===== src/rtl/dma_chain_pkg.sv =====
package dma_chain_pkg;
  localparam int LINK_W    = 32;
  localparam int ALIGN_W   = 5;   // 32-byte descriptor alignment
  localparam int BIT_EOC   = 0;
  localparam int BIT_TYPE  = 1;   // two bits
  localparam int BIT_IRQEN = 3;
  localparam int BIT_SNOOP = 4;
  localparam int REG_AW    = 2;

  typedef enum logic [2:0] {
    ST_IDLE, ST_FETCH, ST_WAIT_DATA, ST_TRANSFER, ST_DONE
  } seq_state_e;

  typedef enum logic [REG_AW-1:0] {
    RI_CTRL = 2'd0, RI_CUR = 2'd1, RI_NXT = 2'd2, RI_STAT = 2'd3
  } reg_idx_e;

  typedef enum logic [1:0] {
    XT_LOC_LOC = 2'b00, XT_LOC_PCI = 2'b01, XT_PCI_LOC = 2'b10, XT_PCI_PCI = 2'b11
  } xfer_type_e;
endpackage


===== src/rtl/dma_chain_regs.sv =====
module dma_chain_regs
  import dma_chain_pkg::*;
(
  input  logic              clk_i,
  input  logic              rst_ni,
  input  logic              we_i,
  input  logic [REG_AW-1:0] addr_i,
  input  logic [LINK_W-1:0] wdata_i,
  output logic [LINK_W-1:0] rdata_o,
  input  logic              idle_i,
  input  logic              nxt_load_i,
  input  logic [LINK_W-1:0] nxt_data_i,
  input  logic              promote_i,
  input  logic              irq_set_i,
  output logic              chain_en_o,
  output logic [LINK_W-1:1] cur_o,
  output logic              nxt_eoc_o,
  output logic              irq_o
);
  logic              chain_q;
  logic [LINK_W-1:0] cur_q;
  logic [LINK_W-1:0] nxt_q;
  logic              irq_q;
  logic              sw_cfg_we;
  logic              irq_clr;

  assign sw_cfg_we = we_i && idle_i;
  assign irq_clr   = we_i && (addr_i == RI_STAT) && wdata_i[0];

  always_ff @(posedge clk_i or negedge rst_ni) begin
    if (!rst_ni) begin
      chain_q <= 1'b0;
      cur_q   <= '0;
      nxt_q   <= '0;
      irq_q   <= 1'b0;
    end else begin
      if (sw_cfg_we && addr_i == RI_CTRL) chain_q <= wdata_i[0];
      if (promote_i)                          cur_q <= nxt_q;
      else if (sw_cfg_we && addr_i == RI_CUR) cur_q <= wdata_i;
      if (nxt_load_i) nxt_q <= nxt_data_i;
      if (irq_set_i)    irq_q <= 1'b1;
      else if (irq_clr) irq_q <= 1'b0;
    end
  end

  always_comb begin
    unique case (addr_i)
      RI_CTRL: rdata_o = {{(LINK_W-1){1'b0}}, chain_q};
      RI_CUR:  rdata_o = cur_q;
      RI_NXT:  rdata_o = nxt_q;
      default: rdata_o = {{(LINK_W-1){1'b0}}, irq_q};
    endcase
  end

  assign chain_en_o = chain_q;
  assign cur_o      = cur_q[LINK_W-1:1];
  assign nxt_eoc_o  = nxt_q[BIT_EOC];
  assign irq_o      = irq_q;

  assert_nxt_hold_R3: assert property (@(posedge clk_i) disable iff (!rst_ni)
    !nxt_load_i |=> $stable(nxt_q));
  assert_cur_locked_R10: assert property (@(posedge clk_i) disable iff (!rst_ni)
    (!idle_i && !promote_i) |=> $stable(cur_q));
  assert_irq_sticky_R9: assert property (@(posedge clk_i) disable iff (!rst_ni)
    (irq_q && !irq_clr) |=> irq_q);
  assert_irq_set_wins_R9: assert property (@(posedge clk_i) disable iff (!rst_ni)
    irq_set_i |=> irq_q);
endmodule


===== src/rtl/dma_chain_fsm.sv =====
module dma_chain_fsm
  import dma_chain_pkg::*;
#(
  parameter int LINK_OFS = 8
) (
  input  logic                      clk_i,
  input  logic                      rst_ni,
  input  logic                      start_i,
  input  logic                      chain_en_i,
  input  logic [LINK_W-1:ALIGN_W]   cur_addr_i,
  input  logic                      cur_irq_en_i,
  input  logic                      nxt_eoc_i,
  output logic                      mem_req_o,
  output logic [LINK_W-1:0]         mem_addr_o,
  input  logic                      mem_gnt_i,
  input  logic                      mem_rvalid_i,
  output logic                      nxt_load_o,
  output logic                      xfer_req_o,
  input  logic                      xfer_done_i,
  output logic                      promote_o,
  output logic                      irq_set_o,
  output logic                      idle_o
);
  seq_state_e state_q, state_d;
  logic       done_hit;

  always_ff @(posedge clk_i or negedge rst_ni) begin
    if (!rst_ni) state_q <= ST_IDLE;
    else         state_q <= state_d;
  end

  assign done_hit = (state_q == ST_TRANSFER) && xfer_done_i;
  // end-of-chain acts straight from the fetched word, not via promotion
  assign promote_o = done_hit && chain_en_i && !nxt_eoc_i;
  assign irq_set_o = done_hit && chain_en_i && cur_irq_en_i;

  always_comb begin
    state_d = state_q;
    unique case (state_q)
      ST_IDLE:      if (start_i) state_d = chain_en_i ? ST_FETCH : ST_TRANSFER;
      ST_FETCH:     if (mem_gnt_i) state_d = ST_WAIT_DATA;
      ST_WAIT_DATA: if (mem_rvalid_i) state_d = ST_TRANSFER;
      ST_TRANSFER:  if (xfer_done_i) state_d = promote_o ? ST_FETCH : ST_DONE;
      default:      state_d = ST_IDLE;
    endcase
  end

  assign mem_req_o  = (state_q == ST_FETCH);
  assign mem_addr_o = {cur_addr_i, {ALIGN_W{1'b0}}} + LINK_W'(LINK_OFS);
  assign nxt_load_o = (state_q == ST_WAIT_DATA) && mem_rvalid_i;
  assign xfer_req_o = (state_q == ST_TRANSFER);
  assign idle_o     = (state_q == ST_IDLE) || (state_q == ST_DONE);

  assert_req_hold_R2: assert property (@(posedge clk_i) disable iff (!rst_ni)
    (mem_req_o && !mem_gnt_i) |=> (mem_req_o && $stable(mem_addr_o)));
  assert_req_drop_R2: assert property (@(posedge clk_i) disable iff (!rst_ni)
    (mem_req_o && mem_gnt_i) |=> !mem_req_o);
  assert_xfer_hold_R4: assert property (@(posedge clk_i) disable iff (!rst_ni)
    (xfer_req_o && !xfer_done_i) |=> xfer_req_o);
  assert_direct_nofetch_R7: assert property (@(posedge clk_i) disable iff (!rst_ni)
    !chain_en_i |-> !mem_req_o);
endmodule


===== src/rtl/dma_chain_seq.sv =====
module dma_chain_seq
  import dma_chain_pkg::*;
#(
  parameter int LINK_OFS = 8
) (
  input  logic        clk_i,
  input  logic        rst_ni,
  input  logic        reg_we_i,
  input  logic [1:0]  reg_addr_i,
  input  logic [31:0] reg_wdata_i,
  output logic [31:0] reg_rdata_o,
  input  logic        start_i,
  output logic        mem_req_o,
  output logic [31:0] mem_addr_o,
  input  logic        mem_gnt_i,
  input  logic        mem_rvalid_i,
  input  logic [31:0] mem_rdata_i,
  output logic        xfer_req_o,
  output logic [31:0] xfer_desc_o,
  output logic [1:0]  xfer_type_o,
  output logic        xfer_snoop_o,
  input  logic        xfer_done_i,
  output logic        irq_o,
  output logic        idle_o
);
  logic              chain_en;
  logic [LINK_W-1:1] cur;
  logic              nxt_eoc;
  logic              nxt_load;
  logic              promote;
  logic              irq_set;

  dma_chain_regs i_regs (
    .clk_i      (clk_i),
    .rst_ni     (rst_ni),
    .we_i       (reg_we_i),
    .addr_i     (reg_addr_i),
    .wdata_i    (reg_wdata_i),
    .rdata_o    (reg_rdata_o),
    .idle_i     (idle_o),
    .nxt_load_i (nxt_load),
    .nxt_data_i (mem_rdata_i),
    .promote_i  (promote),
    .irq_set_i  (irq_set),
    .chain_en_o (chain_en),
    .cur_o      (cur),
    .nxt_eoc_o  (nxt_eoc),
    .irq_o      (irq_o)
  );

  dma_chain_fsm #(.LINK_OFS(LINK_OFS)) i_fsm (
    .clk_i        (clk_i),
    .rst_ni       (rst_ni),
    .start_i      (start_i),
    .chain_en_i   (chain_en),
    .cur_addr_i   (cur[LINK_W-1:ALIGN_W]),
    .cur_irq_en_i (cur[BIT_IRQEN]),
    .nxt_eoc_i    (nxt_eoc),
    .mem_req_o    (mem_req_o),
    .mem_addr_o   (mem_addr_o),
    .mem_gnt_i    (mem_gnt_i),
    .mem_rvalid_i (mem_rvalid_i),
    .nxt_load_o   (nxt_load),
    .xfer_req_o   (xfer_req_o),
    .xfer_done_i  (xfer_done_i),
    .promote_o    (promote),
    .irq_set_o    (irq_set),
    .idle_o       (idle_o)
  );

  assign xfer_desc_o  = {cur[LINK_W-1:ALIGN_W], {ALIGN_W{1'b0}}};
  assign xfer_type_o  = cur[BIT_TYPE+1:BIT_TYPE];
  assign xfer_snoop_o = cur[BIT_SNOOP];

  assert_idle_quiet_R10: assert property (@(posedge clk_i) disable iff (!rst_ni)
    idle_o |-> (!mem_req_o && !xfer_req_o));
  assert_xfer_fields_stable_R4: assert property (@(posedge clk_i) disable iff (!rst_ni)
    (xfer_req_o && !xfer_done_i) |=>
      ($stable(xfer_desc_o) && $stable(xfer_type_o) && $stable(xfer_snoop_o)));
endmodule


===== config.mk =====
export PLATFORM = sky130hd
export DESIGN_NAME = dma_chain_seq
export DESIGN_NICKNAME = d
export VERILOG_FILES = /design/src/rtl/dma_chain_pkg.sv /design/src/rtl/dma_chain_regs.sv /design/src/rtl/dma_chain_fsm.sv /design/src/rtl/dma_chain_seq.sv
export SDC_FILE = /design/constraint.sdc
export NUM_CORES = 1
export LEC_CHECK = 0
export CAP_MARGIN = 20
export CORE_UTILIZATION = 45
export DETAILED_ROUTE_END_ITERATION = 7
export PLACE_DENSITY = 0.84
export SLEW_MARGIN = 10
export SYNTH_ARGS = -nofsm -noshare
export SYNTH_HDL_FRONTEND = slang
export SYNTH_SLANG_ARGS = --single-unit
export TNS_END_PERCENT = 100

===== constraint.sdc =====
create_clock -name clk_i -period 3.67 [get_ports clk_i]
set_clock_uncertainty 0.1 [all_clocks]
set_input_delay 0.734 -clock clk_i [delete_from_list [all_inputs] [get_ports clk_i]]
set_output_delay 0.734 -clock clk_i [all_outputs]
set_load 0.01 [all_outputs]

# After elaboration in Yosys (flattened, before gate mapping)
# Index checks and enable logic that the tools add are counted.
# op_classes
n_mux	12
n_addsub	1
eq_ne	11
n_reduce_logical	17
# op_table
operator	count
32-bit one-hot mux with 3 select lines	1
32-bit two-way mux	2
32-bit by 4-bit adder with 32-bit output (second input constant)	1
3-bit two-way mux	5
3-bit one-hot mux with 4 select lines	1
1-bit logical AND	10
3-bit by 2-bit equality test with 1-bit output (second input constant)	2
2-bit equality test (second input constant)	2
2-bit by 1-bit != test with 1-bit output (second input constant)	2
2-bit != test (second input constant)	2
4-bit AND reduction	1
2-bit nonzero test	2
3-bit by 1-bit equality test with 1-bit output (second input constant)	1
3-bit equality test (second input constant)	1
3-bit logical NOT	1
2-bit by 1-bit equality test with 1-bit output (second input constant)	1
2-bit logical NOT	1
1-bit two-way mux	2
2-bit two-way mux	1
1-bit logical NOT	1
1-bit logical OR	1
# word_totals
inputBits	73
ff_bits	69
wordCells	46

# Depth between registers and ports, before layout
# logic_depth
depth_word	7
mapped_depth	6

# By module
# Synthesis repeated with hierarchy kept, for this count alone.
# hier_totals
hier_cells	315
hier_area_um2	4053.9
# modules_own_cells
mod	seq_area_each_um2	cells_each	area_per_inst_um2	n_inst
dma_chain_regs	1651.6	251	3545.9	1
dma_chain_fsm	75.1	58	466.7	1
dma_chain_seq	0.0	6	41.3	1

# Least setup slack after synthesis
# Ideal clock, no wire load.
# synth_path
path_kind	input port to output port
startpoint	input reg_addr_i[0]
endpoint	output reg_rdata_o[10]
path_slack_ns	1.258
t_arrival_ns	1.578
stages	5
path_cell_list	nor2b_1 buf_2 buf_2 buf_2 a22o_1
# synth_between
elab_chain_cells	2
elab_cells_between_ends	4
cone_classes	eq/ne: 2; mux: 1; reduce/logical: 1
# synth_lines
element	line_no	rtl
start: declaration	dma_chain_seq.sv:9	input logic [1:0] reg_addr_i,
2-bit equality test (tied with other cells)	dma_chain_regs.sv:47	unique case (addr_i)
32-bit one-hot mux with 3 select lines (*)	dma_chain_regs.sv:47	
end: declaration	dma_chain_seq.sv:11	output logic [31:0] reg_rdata_o,
# Every way passes the cells marked *; elsewhere a longest branch is shown, timed or not.

# Final worst setup path
# layout_path
startpoint	input reg_addr_i[1]
endpoint	output reg_rdata_o[15]
# Same word-level chain as after synthesis.

==> impl_summary.txt <==
----------------------------------------------------
[CTS]
  Maximum level of the CTS H-tree ... 3
  Clock-pin slew on the worst setup and hold paths ... 0.08 ns
  Maximum count of clock buffers along a single path ... 2
  TritonCTS sink count ... 69
  Number of buffers added to fix hold violations after cts ... 0
  Clock latency reported for the late side of the worst-skew pair ... 0.34 ns
  CTS tree ... built
  Post-CTS repair timing setup buffer count ... 0
  TritonCTS buffer count ... 9
  Master cell of the clock root buffer ... sky130_fd_sc_hd__clkbuf_8
  Gates resized, CTS repair ... 0

[Placement]
  Total half-perimeter wirelength after legalization and detailed placement ... 6850 um
  RD Place Congestion ... 0.7792
  Number of buffers inserted by port buffering ... 165
  Setup WS pre-CTS ... 0.2888 ns
  Placed instance count ... 517

[Global routing]
  Maximum number of pins on one net before global-route repair ... 70
  Vias in the first global route ... 3020
  Global-route wire length before repair ... 15100 um
  Gr usage total ... 22.73%
  Initial antenna violation count ... 0
  Grt ovf ... 0

[Timing]
  Least-Margin Pin Slew ... 0.8721 ns
  Setup TNS after final layout ... 0 ns
  Period minus WS final ... 3.384 ns
  Maximum clock frequency ... 295.5 MHz
  RSZ-0062 raised after global routing ... false
  Smallest setup slack after layout ... 0.2864 ns
  Worst-case headroom to the max-slew limit ... 41.86%
  Final Hold Fails ... 0
  Final period utilization ... 92.20%
  Max-slew violations ... 0
  Setup violators final ... 0

[Power and ir drop]
  Standby leakage power ... 2.312 nW
  Power density over the cells ... 770.0 nW/um^2
  Maximum resistive drop on vdd ... 0.0003285 V

[Synth]
  Synth Instances ... 321
  Area contributors post-synth ... sky130_fd_sc_hd__dfrtp_1, sky130_fd_sc_hd__buf_4, sky130_fd_sc_hd__mux2_2
  Seq cells post-synth ... 69
  Synthesized area per cell ... 11.64 um^2
  Proportion of synthesized flip-flops having asynchronous set or reset ... 100.0%
  List of most frequent post-synthesis cells ... sky130_fd_sc_hd__dfrtp_1, sky130_fd_sc_hd__buf_4, sky130_fd_sc_hd__and3_1, sky130_fd_sc_hd__a221o_1, sky130_fd_sc_hd__a22o_1
  Flip-flop cell with the highest count after synthesis ... sky130_fd_sc_hd__dfrtp_1
  Number of synthesized flops with an enable pin ... 0
  Post-synth top area share ... 46.22%
  Combined area of all synthesized cells ... 3736 um^2
  Yosys Warn Count ... 0
  Synth cell types ... 32
  Largest area contributor in the netlist ... sky130_fd_sc_hd__dfrtp_1
  Most frequent cell after synthesis ... sky130_fd_sc_hd__dfrtp_1
  Sequential share of the synthesized area ... 46.22%

[Routing]
  Initial detailed-routing violation count ... 127
  Length of the first detailed-routing pass in iterations ... 4
  Average wire per standard cell ... 17.93 um
  DRC Markers ... 0
  Number of nets with antenna violations after detailed routing ... 0
  Detailed Route WL ... 9555 um
  Via/cell ratio ... 5.565
  Total number of vias ... 2966

[Floorplanning]
  Core Rows ... 32
  Die outline height ... 93.12 um
  Core Area ... 7888 um^2
  Overall die area ... 8670 um^2
  Starting utilization of the core area ... 47.37%
  Number of placed I/O pins ... 176
  Die W ... 93.12 um

[Setup path]
  Data arrival time at the worst-slack endpoint ... 2.55 ns
  Critical path type ... in2out
  Required arrival time at the worst endpoint ... 2.84 ns
  Critical path capture point type ... output pin
  Worst Path Max Fanout ... 18
  Worst R2R Setup Slack ... 1.85 ns
  Crit start category ... input port

[Job]
  Max-cap violation count ... 0

[Final layout]
  Area added between synthesis and finish ... 42.03%
  Final nets ... 499
  Final instance count without filler cells ... 533
  Layout cell share with drive strength beyond 1 ... 15.31%
  Inserted Diodes ... 0

[Status]
  Status ... finished clean

[Worst hold path]
  Class of the most critical hold timing path ... in2async

----------------------------------------------------
[cells by family (layout without fill, tap and decap cells)]
kind of cell | after synthesis | in the layout | share of synthesized area, %
compound gates | 71 | 71 | 17.31
buf+inv | 92 | 194 | 16.95
flops | 69 | 69 | 46.22
mux | 34 | 34 | 10.55
other cells | 2 | 10 | 0.2010
simple gates | 53 | 53 | 8.774
[worst max-delay path: stages]
cell and delay, ns:
sky130_fd_sc_hd__clkdlybuf4s50_1 0.61, sky130_fd_sc_hd__nor2b_2 0.21, sky130_fd_sc_hd__buf_4 0.27, sky130_fd_sc_hd__a22o_1 0.19, sky130_fd_sc_hd__clkdlybuf4s50_1 0.54
[per-stage QoR]
| step | hold WS (ns) | area [um^2] | utilization (%) | power, mW |
|---|---|---|---|---|
| final | 0.3988 | 5306 | 67.27 | 4.086 |
| after global routing | 0.4541 | 5306 | 67.27 | 4.320 |
| after CTS | 0.4342 | 5306 | 67.27 | 4.116 |
| after detailed placement | 0.4201 | 5059 | 64.13 | 3.353 |
| after global placement | 0.3954 | 5059 | 64.13 | 3.270 |
| after floorplan | 0.3384 | 3766 | - | 2.640 |
[final timing paths]
kind,from,to,cells past startpoint
max,reg_addr_i[1],reg_rdata_o[15],5
min,rst_ni,i_regs.nxt_q[16],1
max reg2reg,i_fsm.state_q[0],i_regs.cur_q[6],5
min reg2reg,i_regs.nxt_q[26],i_regs.cur_q[26],1
max in group asynchronous,rst_ni,i_regs.nxt_q[9],1
min in group clk_i,i_regs.nxt_q[26],i_regs.cur_q[26],1
[cell type report]
type | count | area [um^2]
Clock buffer | 10 | 137.6
Clock inverter | 6 | 110.1
Fill cell | 610 | 2581
Inverter | 1 | 3.754
Multi-Input combinational cell | 168 | 1436
Sequential cell | 69 | 1727
Tap cell | 102 | 127.6
Timing Repair Buffer | 177 | 1764
[state kept, by name, indices dropped and copies added, names as in the netlist]
name and flops:
i_fsm.state_q 3, i_regs.irq_o 1, i_regs.chain_en_o 1, i_regs.cur_q 32, i_regs.nxt_q 32
[metal layers]
metal / global-route usage, % / wire [um] / share of wire [%] / vias up
li1: - / - / - / 1338
met1: 27.09 / 3715 / 39 / 1460
met2: 39.95 / 5022 / 53 / 153
met3: 5.203 / 653 / 6.8 / 15
met4: 8.333 / 163 / 1.7 / 0
met5: 0 / 0 / 0 / -
[power by group]
part | leakage, nW | switching [mW] | internal [mW] | total [mW]
clock network | 0.119 | 0.291 | 0.469 | 0.760
logic | 1.35 | 0.661 | 1.17 | 1.83
registers | 0.846 | 0.375 | 1.12 | 1.50
total | 2.31 | 1.33 | 2.76 | 4.09
[cell usage in the layout, fill, tap and decap left out, types with 2 or more instances in the layout]
cell,netlist,final
sky130_fd_sc_hd__a211oi_1,2,2
sky130_fd_sc_hd__a221o_1,31,31
sky130_fd_sc_hd__a22o_1,31,31
sky130_fd_sc_hd__and3_1,32,32
sky130_fd_sc_hd__buf_12,0,2
sky130_fd_sc_hd__buf_4,66,11
sky130_fd_sc_hd__bufinv_16,0,3
sky130_fd_sc_hd__clkbuf_8,0,10
sky130_fd_sc_hd__clkdlybuf4s50_1,0,164
sky130_fd_sc_hd__clkinvlp_4,0,2
sky130_fd_sc_hd__conb_1,2,10
sky130_fd_sc_hd__dfrtp_1,69,69
sky130_fd_sc_hd__mux2_1,4,4
sky130_fd_sc_hd__mux2_2,29,29
sky130_fd_sc_hd__nand2_1,5,5
sky130_fd_sc_hd__nand2b_1,2,2
sky130_fd_sc_hd__nor2_1,2,2
sky130_fd_sc_hd__nor2b_1,4,2
sky130_fd_sc_hd__o21ai_0,2,2
(Power assumes the default switching activity.)
